### config.mk
export PLATFORM = sky130hd
export DESIGN_NAME = sinc3_decim
export DESIGN_NICKNAME = d
export VERILOG_FILES = /design/src/rtl/sinc3_pkg.sv /design/src/rtl/sinc3_integ.sv /design/src/rtl/sinc3_comb.sv /design/src/rtl/sinc3_clipdet.sv /design/src/rtl/sinc3_decim.sv
export SDC_FILE = /design/constraint.sdc
export NUM_CORES = 1
export LEC_CHECK = 0
export ABC_AREA = 1
export ABC_CLOCK_PERIOD_IN_PS = 13650
export BUFFER_PORTS_ARGS = -buffer_cell sky130_fd_sc_hd__clkbuf_2
export CAP_MARGIN = 20
export CORE_ASPECT_RATIO = 1.5
export CORE_MARGIN = 2
export CORE_UTILIZATION = 48
export CTS_CLUSTER_DIAMETER = 60
export DETAILED_ROUTE_END_ITERATION = 8
export REMOVE_ABC_BUFFERS = 1
export SYNTH_ARGS = -nofsm -noshare
export SYNTH_HDL_FRONTEND = slang
export SYNTH_SLANG_ARGS = --single-unit
### constraint.sdc
create_clock -name clk_i -period 13.65 [get_ports clk_i]
set_input_delay 4.095 -clock clk_i [delete_from_list [all_inputs] [get_ports clk_i]]
set_output_delay 4.095 -clock clk_i [all_outputs]
set_load 0.005 [all_outputs]
### src/rtl/sinc3_pkg.sv
package sinc3_pkg;

   typedef enum logic {
      POL_LOW  = 1'b0,
      POL_HIGH = 1'b1
   } clip_pol_e;

   function automatic bit is_pow2(input int v);
      return (v > 0) && ((v & (v - 1)) == 0);
   endfunction

endpackage

### src/rtl/sinc3_integ.sv
module sinc3_integ #(
   parameter int ORDER = 3,
   parameter int ACC_W = 25
) (
   input  logic             clk_i,
   input  logic             rst_ni,
   input  logic             en_i,
   input  logic             bit_i,
   output logic [ACC_W-1:0] acc_o
);

   logic [ORDER-1:0][ACC_W-1:0] acc_q;

   // pipelined running sums: each stage adds the previous stage's registered value
   always_ff @(posedge clk_i or negedge rst_ni) begin
      if (!rst_ni) begin
         acc_q <= '0;
      end else if (en_i) begin
         for (int s = 0; s < ORDER; s++) begin
            if (s == 0) acc_q[s] <= acc_q[s] + ACC_W'(bit_i);
            else        acc_q[s] <= acc_q[s] + acc_q[s-1];
         end
      end
   end

   assign acc_o = acc_q[ORDER-1];

   AST_INTEG_HOLD: assert property (@(posedge clk_i) disable iff (!rst_ni)
      !en_i |=> $stable(acc_q));

endmodule

### src/rtl/sinc3_comb.sv
module sinc3_comb #(
   parameter int ORDER = 3,
   parameter int ACC_W = 25
) (
   input  logic             clk_i,
   input  logic             rst_ni,
   input  logic             tick_i,
   input  logic [ACC_W-1:0] din_i,
   output logic [ACC_W-1:0] dout_o
);

   logic [ACC_W-1:0] dly_q  [ORDER];
   logic [ACC_W-1:0] stg_in [ORDER+1];

   always_comb begin
      stg_in[0] = din_i;
      for (int s = 0; s < ORDER; s++) begin
         stg_in[s+1] = stg_in[s] - dly_q[s];
      end
   end

   always_ff @(posedge clk_i or negedge rst_ni) begin
      if (!rst_ni) begin
         for (int s = 0; s < ORDER; s++) dly_q[s] <= '0;
      end else if (tick_i) begin
         for (int s = 0; s < ORDER; s++) dly_q[s] <= stg_in[s];
      end
   end

   assign dout_o = stg_in[ORDER];

   AST_COMB_HOLD: assert property (@(posedge clk_i) disable iff (!rst_ni)
      !tick_i |=> $stable(dly_q[0]));

endmodule

### src/rtl/sinc3_clipdet.sv
module sinc3_clipdet
   import sinc3_pkg::*;
#(
   parameter int WIN_LEN = 128,
   parameter int RUN_REQ = 2
) (
   input  logic clk_i,
   input  logic rst_ni,
   input  logic en_i,
   input  logic bit_i,
   output logic ovr_o,
   output logic ovr_hi_o
);

   localparam int WIN_W = $clog2(WIN_LEN);
   localparam int ONE_W = WIN_W + 1;
   localparam int RUN_W = $clog2(RUN_REQ + 1);
   localparam logic [RUN_W-1:0] RUN_MAX = RUN_W'(RUN_REQ);

   logic [WIN_W-1:0] win_q;
   logic [ONE_W-1:0] ones_q;
   logic [ONE_W-1:0] total;
   logic [RUN_W-1:0] run_q, run_nxt;
   clip_pol_e        pol_q, pol_nxt;
   logic             ovr_q;
   logic             win_end, hi_clip, lo_clip;

   assign win_end = en_i && (win_q == WIN_W'(WIN_LEN - 1));
   assign total   = ones_q + ONE_W'(bit_i);
   assign hi_clip = total >= ONE_W'(WIN_LEN - 1);
   assign lo_clip = total <= ONE_W'(1);

   always_comb begin
      run_nxt = '0;
      pol_nxt = pol_q;
      if (hi_clip || lo_clip) begin
         pol_nxt = hi_clip ? POL_HIGH : POL_LOW;
         if ((run_q != '0) && (pol_q == pol_nxt))
            run_nxt = (run_q == RUN_MAX) ? run_q : run_q + RUN_W'(1);
         else
            run_nxt = RUN_W'(1);
      end
   end

   always_ff @(posedge clk_i or negedge rst_ni) begin
      if (!rst_ni) begin
         win_q  <= '0;
         ones_q <= '0;
         run_q  <= '0;
         pol_q  <= POL_LOW;
         ovr_q  <= 1'b0;
      end else if (en_i) begin
         win_q  <= win_end ? '0 : win_q + WIN_W'(1);
         ones_q <= win_end ? '0 : total;
         if (win_end) begin
            run_q <= run_nxt;
            pol_q <= pol_nxt;
            ovr_q <= run_nxt >= RUN_MAX;
         end
      end
   end

   assign ovr_o    = ovr_q;
   assign ovr_hi_o = (pol_q == POL_HIGH);

   AST_OVR_AT_WINDOW: assert property (@(posedge clk_i) disable iff (!rst_ni)
      !$stable(ovr_q) |-> $past(win_end));

endmodule

### src/rtl/sinc3_decim.sv
module sinc3_decim
   import sinc3_pkg::*;
#(
   parameter int DEC     = 256,
   parameter int ORDER   = 3,
   parameter int OUT_W   = 16,
   parameter int WIN_LEN = 128
) (
   input  logic             clk_i,
   input  logic             rst_ni,
   input  logic             bit_i,
   input  logic             bit_vld_i,
   output logic [OUT_W-1:0] word_o,
   output logic             word_vld_o,
   output logic             ovr_o
);

   localparam int LOG2_DEC = $clog2(DEC);
   localparam int ACC_W    = ORDER * LOG2_DEC + 1;
   localparam int SHIFT    = ACC_W - 1 - OUT_W;
   localparam int FILL_W   = $clog2(ORDER + 1);
   localparam int RUN_REQ  = DEC / WIN_LEN;

   // elaboration-time parameter checks
   if (!is_pow2(DEC)) begin : g_chk_dec
      $error("DEC must be a power of two");
   end
   if (SHIFT < 0) begin : g_chk_shift
      $error("ORDER*log2(DEC) must be at least OUT_W");
   end
   if ((WIN_LEN < 8) || !is_pow2(WIN_LEN) || (DEC % WIN_LEN != 0)) begin : g_chk_win
      $error("WIN_LEN must be a power of two >= 8 dividing DEC");
   end

   logic [LOG2_DEC-1:0] dec_q;
   logic [FILL_W-1:0]   fill_q;
   logic                tick, emit;
   logic [ACC_W-1:0]    integ_out, comb_out;
   logic [OUT_W:0]      scaled;
   logic [OUT_W-1:0]    sat_word;
   logic                ovr_hi;
   logic [OUT_W-1:0]    word_q;
   logic                vld_q;

   assign tick = bit_vld_i && (dec_q == '1);
   assign emit = tick && (fill_q == FILL_W'(ORDER));

   sinc3_integ #(.ORDER(ORDER), .ACC_W(ACC_W)) i_integ (
      .clk_i  (clk_i),
      .rst_ni (rst_ni),
      .en_i   (bit_vld_i),
      .bit_i  (bit_i),
      .acc_o  (integ_out)
   );

   sinc3_comb #(.ORDER(ORDER), .ACC_W(ACC_W)) i_comb (
      .clk_i  (clk_i),
      .rst_ni (rst_ni),
      .tick_i (tick),
      .din_i  (integ_out),
      .dout_o (comb_out)
   );

   sinc3_clipdet #(.WIN_LEN(WIN_LEN), .RUN_REQ(RUN_REQ)) i_clipdet (
      .clk_i    (clk_i),
      .rst_ni   (rst_ni),
      .en_i     (bit_vld_i),
      .bit_i    (bit_i),
      .ovr_o    (ovr_o),
      .ovr_hi_o (ovr_hi)
   );

   // scaling variant picked by the gain headroom
   if (SHIFT > 0) begin : g_shift
      logic lsb_unused;
      assign lsb_unused = ^comb_out[SHIFT-1:0];
      assign scaled     = comb_out[ACC_W-1:SHIFT];
   end else begin : g_noshift
      assign scaled = comb_out;
   end

   assign sat_word = scaled[OUT_W] ? '1 : scaled[OUT_W-1:0];

   always_ff @(posedge clk_i or negedge rst_ni) begin
      if (!rst_ni) begin
         dec_q  <= '0;
         fill_q <= '0;
         word_q <= '0;
         vld_q  <= 1'b0;
      end else begin
         vld_q <= emit;
         if (bit_vld_i) dec_q <= dec_q + LOG2_DEC'(1);
         if (tick && (fill_q != FILL_W'(ORDER))) fill_q <= fill_q + FILL_W'(1);
         if (emit) begin
            if (ovr_o) word_q <= ovr_hi ? '1 : '0;
            else       word_q <= sat_word;
         end
      end
   end

   assign word_o     = word_q;
   assign word_vld_o = vld_q;

   AST_VLD_PULSE: assert property (@(posedge clk_i) disable iff (!rst_ni)
      word_vld_o |=> !word_vld_o);
   AST_TICK_NEEDS_BIT: assert property (@(posedge clk_i) disable iff (!rst_ni)
      word_vld_o |-> $past(bit_vld_i));
   AST_WORD_HOLD: assert property (@(posedge clk_i) disable iff (!rst_ni)
      !word_vld_o |-> $stable(word_o));
   AST_FORCE_HI: assert property (@(posedge clk_i) disable iff (!rst_ni)
      (word_vld_o && $past(ovr_o && ovr_hi)) |-> (word_o == '1));
   AST_FORCE_LO: assert property (@(posedge clk_i) disable iff (!rst_ni)
      (word_vld_o && $past(ovr_o && !ovr_hi)) |-> (word_o == '0));

endmodule

; ---- After elaboration in Yosys (flattened, before gate mapping)
; Cells that the tools add are included.
; Widths: inputs -> output; s select.
[classes]
add_sub_neg = 11
n_lt_le_gt_ge = 3
n_eq_ne = 6
muxes = 9
n_reduce_logical = 9
[op_table]
columns = cell, n
row1 = $sub 25x25->25, 3
row2 = $add 25x25->25, 2
row3 = $mux 16, 3
row4 = $add 25x1->25, 1
row5 = $add 8x1->8, 1
row6 = $add 8x1->8 const B, 1
row7 = $eq 8x8->1 const B, 1
row8 = $ge 8x7->1 const B, 1
row9 = $le 8x1->1 const B, 1
row10 = $mux 8, 1
row11 = $add 7x1->7 const B, 1
row12 = $eq 7x7->1 const B, 1
row13 = $mux 7, 1
row14 = $mux 2, 3
row15 = $logic_and 1x1->1, 5
row16 = $add 2x1->2 const B, 2
row17 = $eq 2x2->1 const B, 2
row18 = $reduce_and 3->1, 1
row19 = $ge 2x2->1 const B, 1
row20 = $ne 2x2->1 const B, 1
row21 = $reduce_and 2->1, 1
row22 = $reduce_bool 2->1, 1
row23 = $eq 1x1->1, 1
row24 = $logic_or 1x1->1, 1
row25 = $mux 1, 1
[totals]
regBits = 196
out_inout_bits = 18

; ---- Longest topological paths before layout
[depth]
word_depth = 8
ltp_mapped = 34

; ---- By module
; Synthesis repeated with hierarchy kept, for this count alone.
[unflattened]
hier_cells = 2422
hier_area_um2 = 16437.0
[by_module_without_submodules]
columns = module, instances, cells_each, area_per_inst_um2, seq_area_each_um2
row1 = sinc3_comb, 1, 990, 7025.5, 1876.8
row2 = sinc3_integ, 1, 1111, 6850.3, 1876.8
row3 = sinc3_decim, 1, 171, 1400.1, 675.6
row4 = sinc3_clipdet, 1, 150, 1161.1, 475.5

; ---- Worst setup path after synthesis
; No wires, ideal clock.
[synth_path]
path_kind = input port to flip-flop
startpoint = in bit_i
endpoint = reg i_integ.acc_q[23] in the netlist's numbering
arrival_ns = 5.563
setup_slack_ns = 7.963
cell_stages = 11
path_buffers = 0
cell_sequence = ha_1 nand4_1 nor2_1 nand2_1 inv_1 nand4_1 nor3_1 nand3_1 nor4_2 nand4_1 xor2_1
[synth_via]
elab_chain_cells = 1
[synth_lines]
columns = item, line
row1 = "start, declared", sinc3_decim.sv:11  ; input logic bit_i,
row2 = $add 25x1->25, sinc3_integ.sv:20  ; if (s == 0) acc_q[s] <= acc_q[s] + ACC_W'(bit_i);
row3 = "end signal, assigned by index", sinc3_integ.sv:20
row4 = "end signal, assigned by index", sinc3_integ.sv:21  ; else acc_q[s] <= acc_q[s] + acc_q[s-1];
row5 = "end, declared", sinc3_integ.sv:12  ; logic [ORDER-1:0][ACC_W-1:0] acc_q;
; No other way between the ends.
; A chain may end at the register's enable or synchronous reset.

==> results.cfg <==
[run_status]
outcome = complete, no violations

[timing]
fin_tns_setup_ns = 0
worst-slew-pin-transition_ns = 1.064
finClkSkew_ns = 0.01211
period_share_pct = 45.81
period_minus_slack_ns = 6.254
setup_viol = 0
slew_headroom_pct = 29.08
fin_hold_ws_ns = 0.4704
hold_viol = 0
final_max_slew_viol_count = 0
rsz0062_at_grt = false
fmaxAchievable_mhz = 159.9

[synthesis]
synthArstFlopShare_pct = 100.0
syn_area_um2 = 13940
synth_seq_cells = 195
synth_edf_count = 0
synth_area_leader_cell = dfrtp_1
synthCells = 1820
synth_top_flop_cell = dfrtp_1
syn_avg_cell_area_um2 = 7.659
synthDominantCellAreaShare_pct = 35.01
ys_warn_count = 0
ys_seq_area_share_pct = 35.01
synthTopCellsByArea = dfrtp_1 35%, ha_1 11%, nand2_1 11%
netlist-cell-type-count = 52

[routing]
drc = 0
via_count = 11658
drt_iter0_drc = 482
drt_wl_total_um = 32340
avgViaCountPerCell = 5.218
ant_nets = 0
wl_per_cell_um = 14.48
dr.pass1.iters = 5

[critical_path]
max_stage_delay_ns = 0.53
slowest_stage = nor4_1
cp-start-kind = flop
critPathKind = reg2reg
cp.arrival_ns = 6.64
cp_common_cell = nand2_1
cp_data_required_time_ns = 14.03
crit_fanout = 16
crit_path_end_kind = flop
r2r_cells = 29

[power]
p_int_mw = 1.504
power_per_cell_area_nw_per_um2 = 180.3
clock_power_share_pct = 20.3
p_switching_mw = 1.215
pwr-share-seq_pct = 28.9
power_mw = 2.719
pwr-share-comb_pct = 50.7
peakVddDrop_v = 0.0001128
swShare_pct = 44.70
leakagePower_nw = 7.761

[min_path]
holdPathStages = 1
hp-class = reg2reg

[clock_network]
numCtsBuffers = 17
root_buffer = clkbuf_16
cts_buffer_depth = 2
cts_tree = yes
cts_hold_buf = 0
cts.clk_slew.worst_paths_ns = 0.07
h-tree-depth = 4
clock_latency_ns = 0.45
post_cts_resized = 0
cts.sinks = 195
cts_setup_buffers = 0

[floorplan]
rows = 76
die_area_um2 = 30450
die_x_um = 143.1
start_util_pct = 48.70
io_pins = 22
coreArea_um2 = 28620
die_height_um = 212.7

[global_routing]
overflow = 0
grt_pass1_vias = 11678
grt_usage_pct = 22.31
antenna_found_initial = 0
grt_max_degree = 122
grt_pass1_wl_um = 53770

[place]
place_hpwl_um = 25220
post-place-cells = 2202
globalplace.congestion = 0.9084
port_buffers = 21

[final_layout]
drive_above_1_share_pct = 6.508
final_common_cell = nand2_1
final_cell_mix = 395 x nand2_1, 235 x inv_1, 195 x dfrtp_1
final_cells = 2234
syn_to_final_growth_pct = 8.177
diodes = 0
final_nets = 1966

[flow_run]
cap_violations = 0
final timing paths:
check	slack [ns]	start	end
hold / removal	0.47	dec_q[7]$_DFFE_PN0P_	dec_q[7]$_DFFE_PN0P_
setup reg to reg	7.40	i_integ.acc_o[2]$_DFFE_PN0P_	word_o[15]$_DFFE_PN0P_
min in group asynchronous	3.79	rst_ni	i_comb.dly_q[20]$_DFFE_PN0P_
setup / recovery	7.40	i_integ.acc_o[2]$_DFFE_PN0P_	word_o[15]$_DFFE_PN0P_
max in group asynchronous	8.25	rst_ni	i_integ.acc_o[4]$_DFFE_PN0P_
hold reg to reg	0.47	dec_q[7]$_DFFE_PN0P_	dec_q[7]$_DFFE_PN0P_
state kept, by name, summed over array words and instances, names as in the netlist:
signal and cells:
i_clipdet.win_q 7, i_integ.acc_o 25, i_integ.acc_q 50, i_clipdet.ones_q 8
i_clipdet.ovr_hi_o 1, word_o 16, i_clipdet.run_q 1, fill_q 2
i_comb.dly_q 75, dec_q 8, i_clipdet.ovr_o 1, word_vld_o 1
cell usage after synthesis, types with 6 or more instances:
cell type and number:
nand3_1 88, o21ai_0 164, nand2_1 395, xnor2_1 47, ha_1 127, nor3_1 21, o22ai_1 7, inv_1 236
a31oi_1 27, clkbuf_1 19, nand4_1 18, nor4_1 6, xor2_1 74, dfrtp_1 195, a21oi_2 11, a21o_1 16
or2_2 9, nand3_2 14, o21ai_1 11, nand2_2 12, buf_1 10, nor2_1 115, a21oi_1 131, o21bai_1 13
layout make-up:
cell class / instances / area (um2)
Multi-Input combinational cell: 1351 / 8018
Clock buffer: 19 / 442.9
Sequential cell: 195 / 4880
Inverter: 240 / 900.9
Tap cell: 390 / 488.0
Timing Repair Buffer: 26 / 151.4
Clock inverter: 13 / 198.9
Fill cell: 2835 / 13540
metrics by stage:
step	util, %	worst slack (ns)	cell area, um2
2_1_floorplan	-	3.617	13790
3_3_place_gp	50.44	6.976	14440
3_5_place_dp	50.44	6.974	14440
4_1_cts	52.68	7.407	15080
5_1_grt	52.68	6.943	15080
6_report	52.68	7.396	15080
power groups by stage:
stage,Clock [mW],Sequential (mW),Combinational (mW)
floorplan,0,0.764,1.08
global placement,0,0.795,1.36
detailed placement,0,0.798,1.38
CTS,0.569,0.787,1.39
global route,0.591,0.804,1.58
finish,0.553,0.787,1.38
routing by layer:
| layer | routed length [um] | global-route usage, % | vias up | part of all wire [%] |
|---|---|---|---|---|
| li1 | - | - | 6063 | - |
| met1 | 12590 | 22.82 | 5333 | 39 |
| met2 | 17500 | 42.88 | 166 | 54 |
| met3 | 552 | 2.803 | 96 | 1.7 |
| met4 | 1699 | 12.73 | 0 | 5.3 |
| met5 | 0 | 0 | - | 0 |
logic make-up after synthesis:
| logic type | synth area share (%) |
|---|---|
| AOI/OAI and AO/OA | 16.22 |
| xor gates and xnor gates | 7.603 |
| adders and majority gates | 11.97 |
| buffers and inverters | 7.531 |
| DFF | 35.01 |
| muxes | 0.08078 |
| and+or+nand+nor | 21.59 |
worst max-delay path: cells and delay by family, from the launching register on:
kind	cells	cell delay (ns)
AO/OA/AOI/OAI	9	1.74
XOR/XNOR	2	0.38
adder cells (fa/ha/maj)	3	1.07
buffers and inverters	1	0.13
flip-flops	1	0.43
AND/OR/NAND/NOR	14	2.48
(Power assumes the default switching activity.)
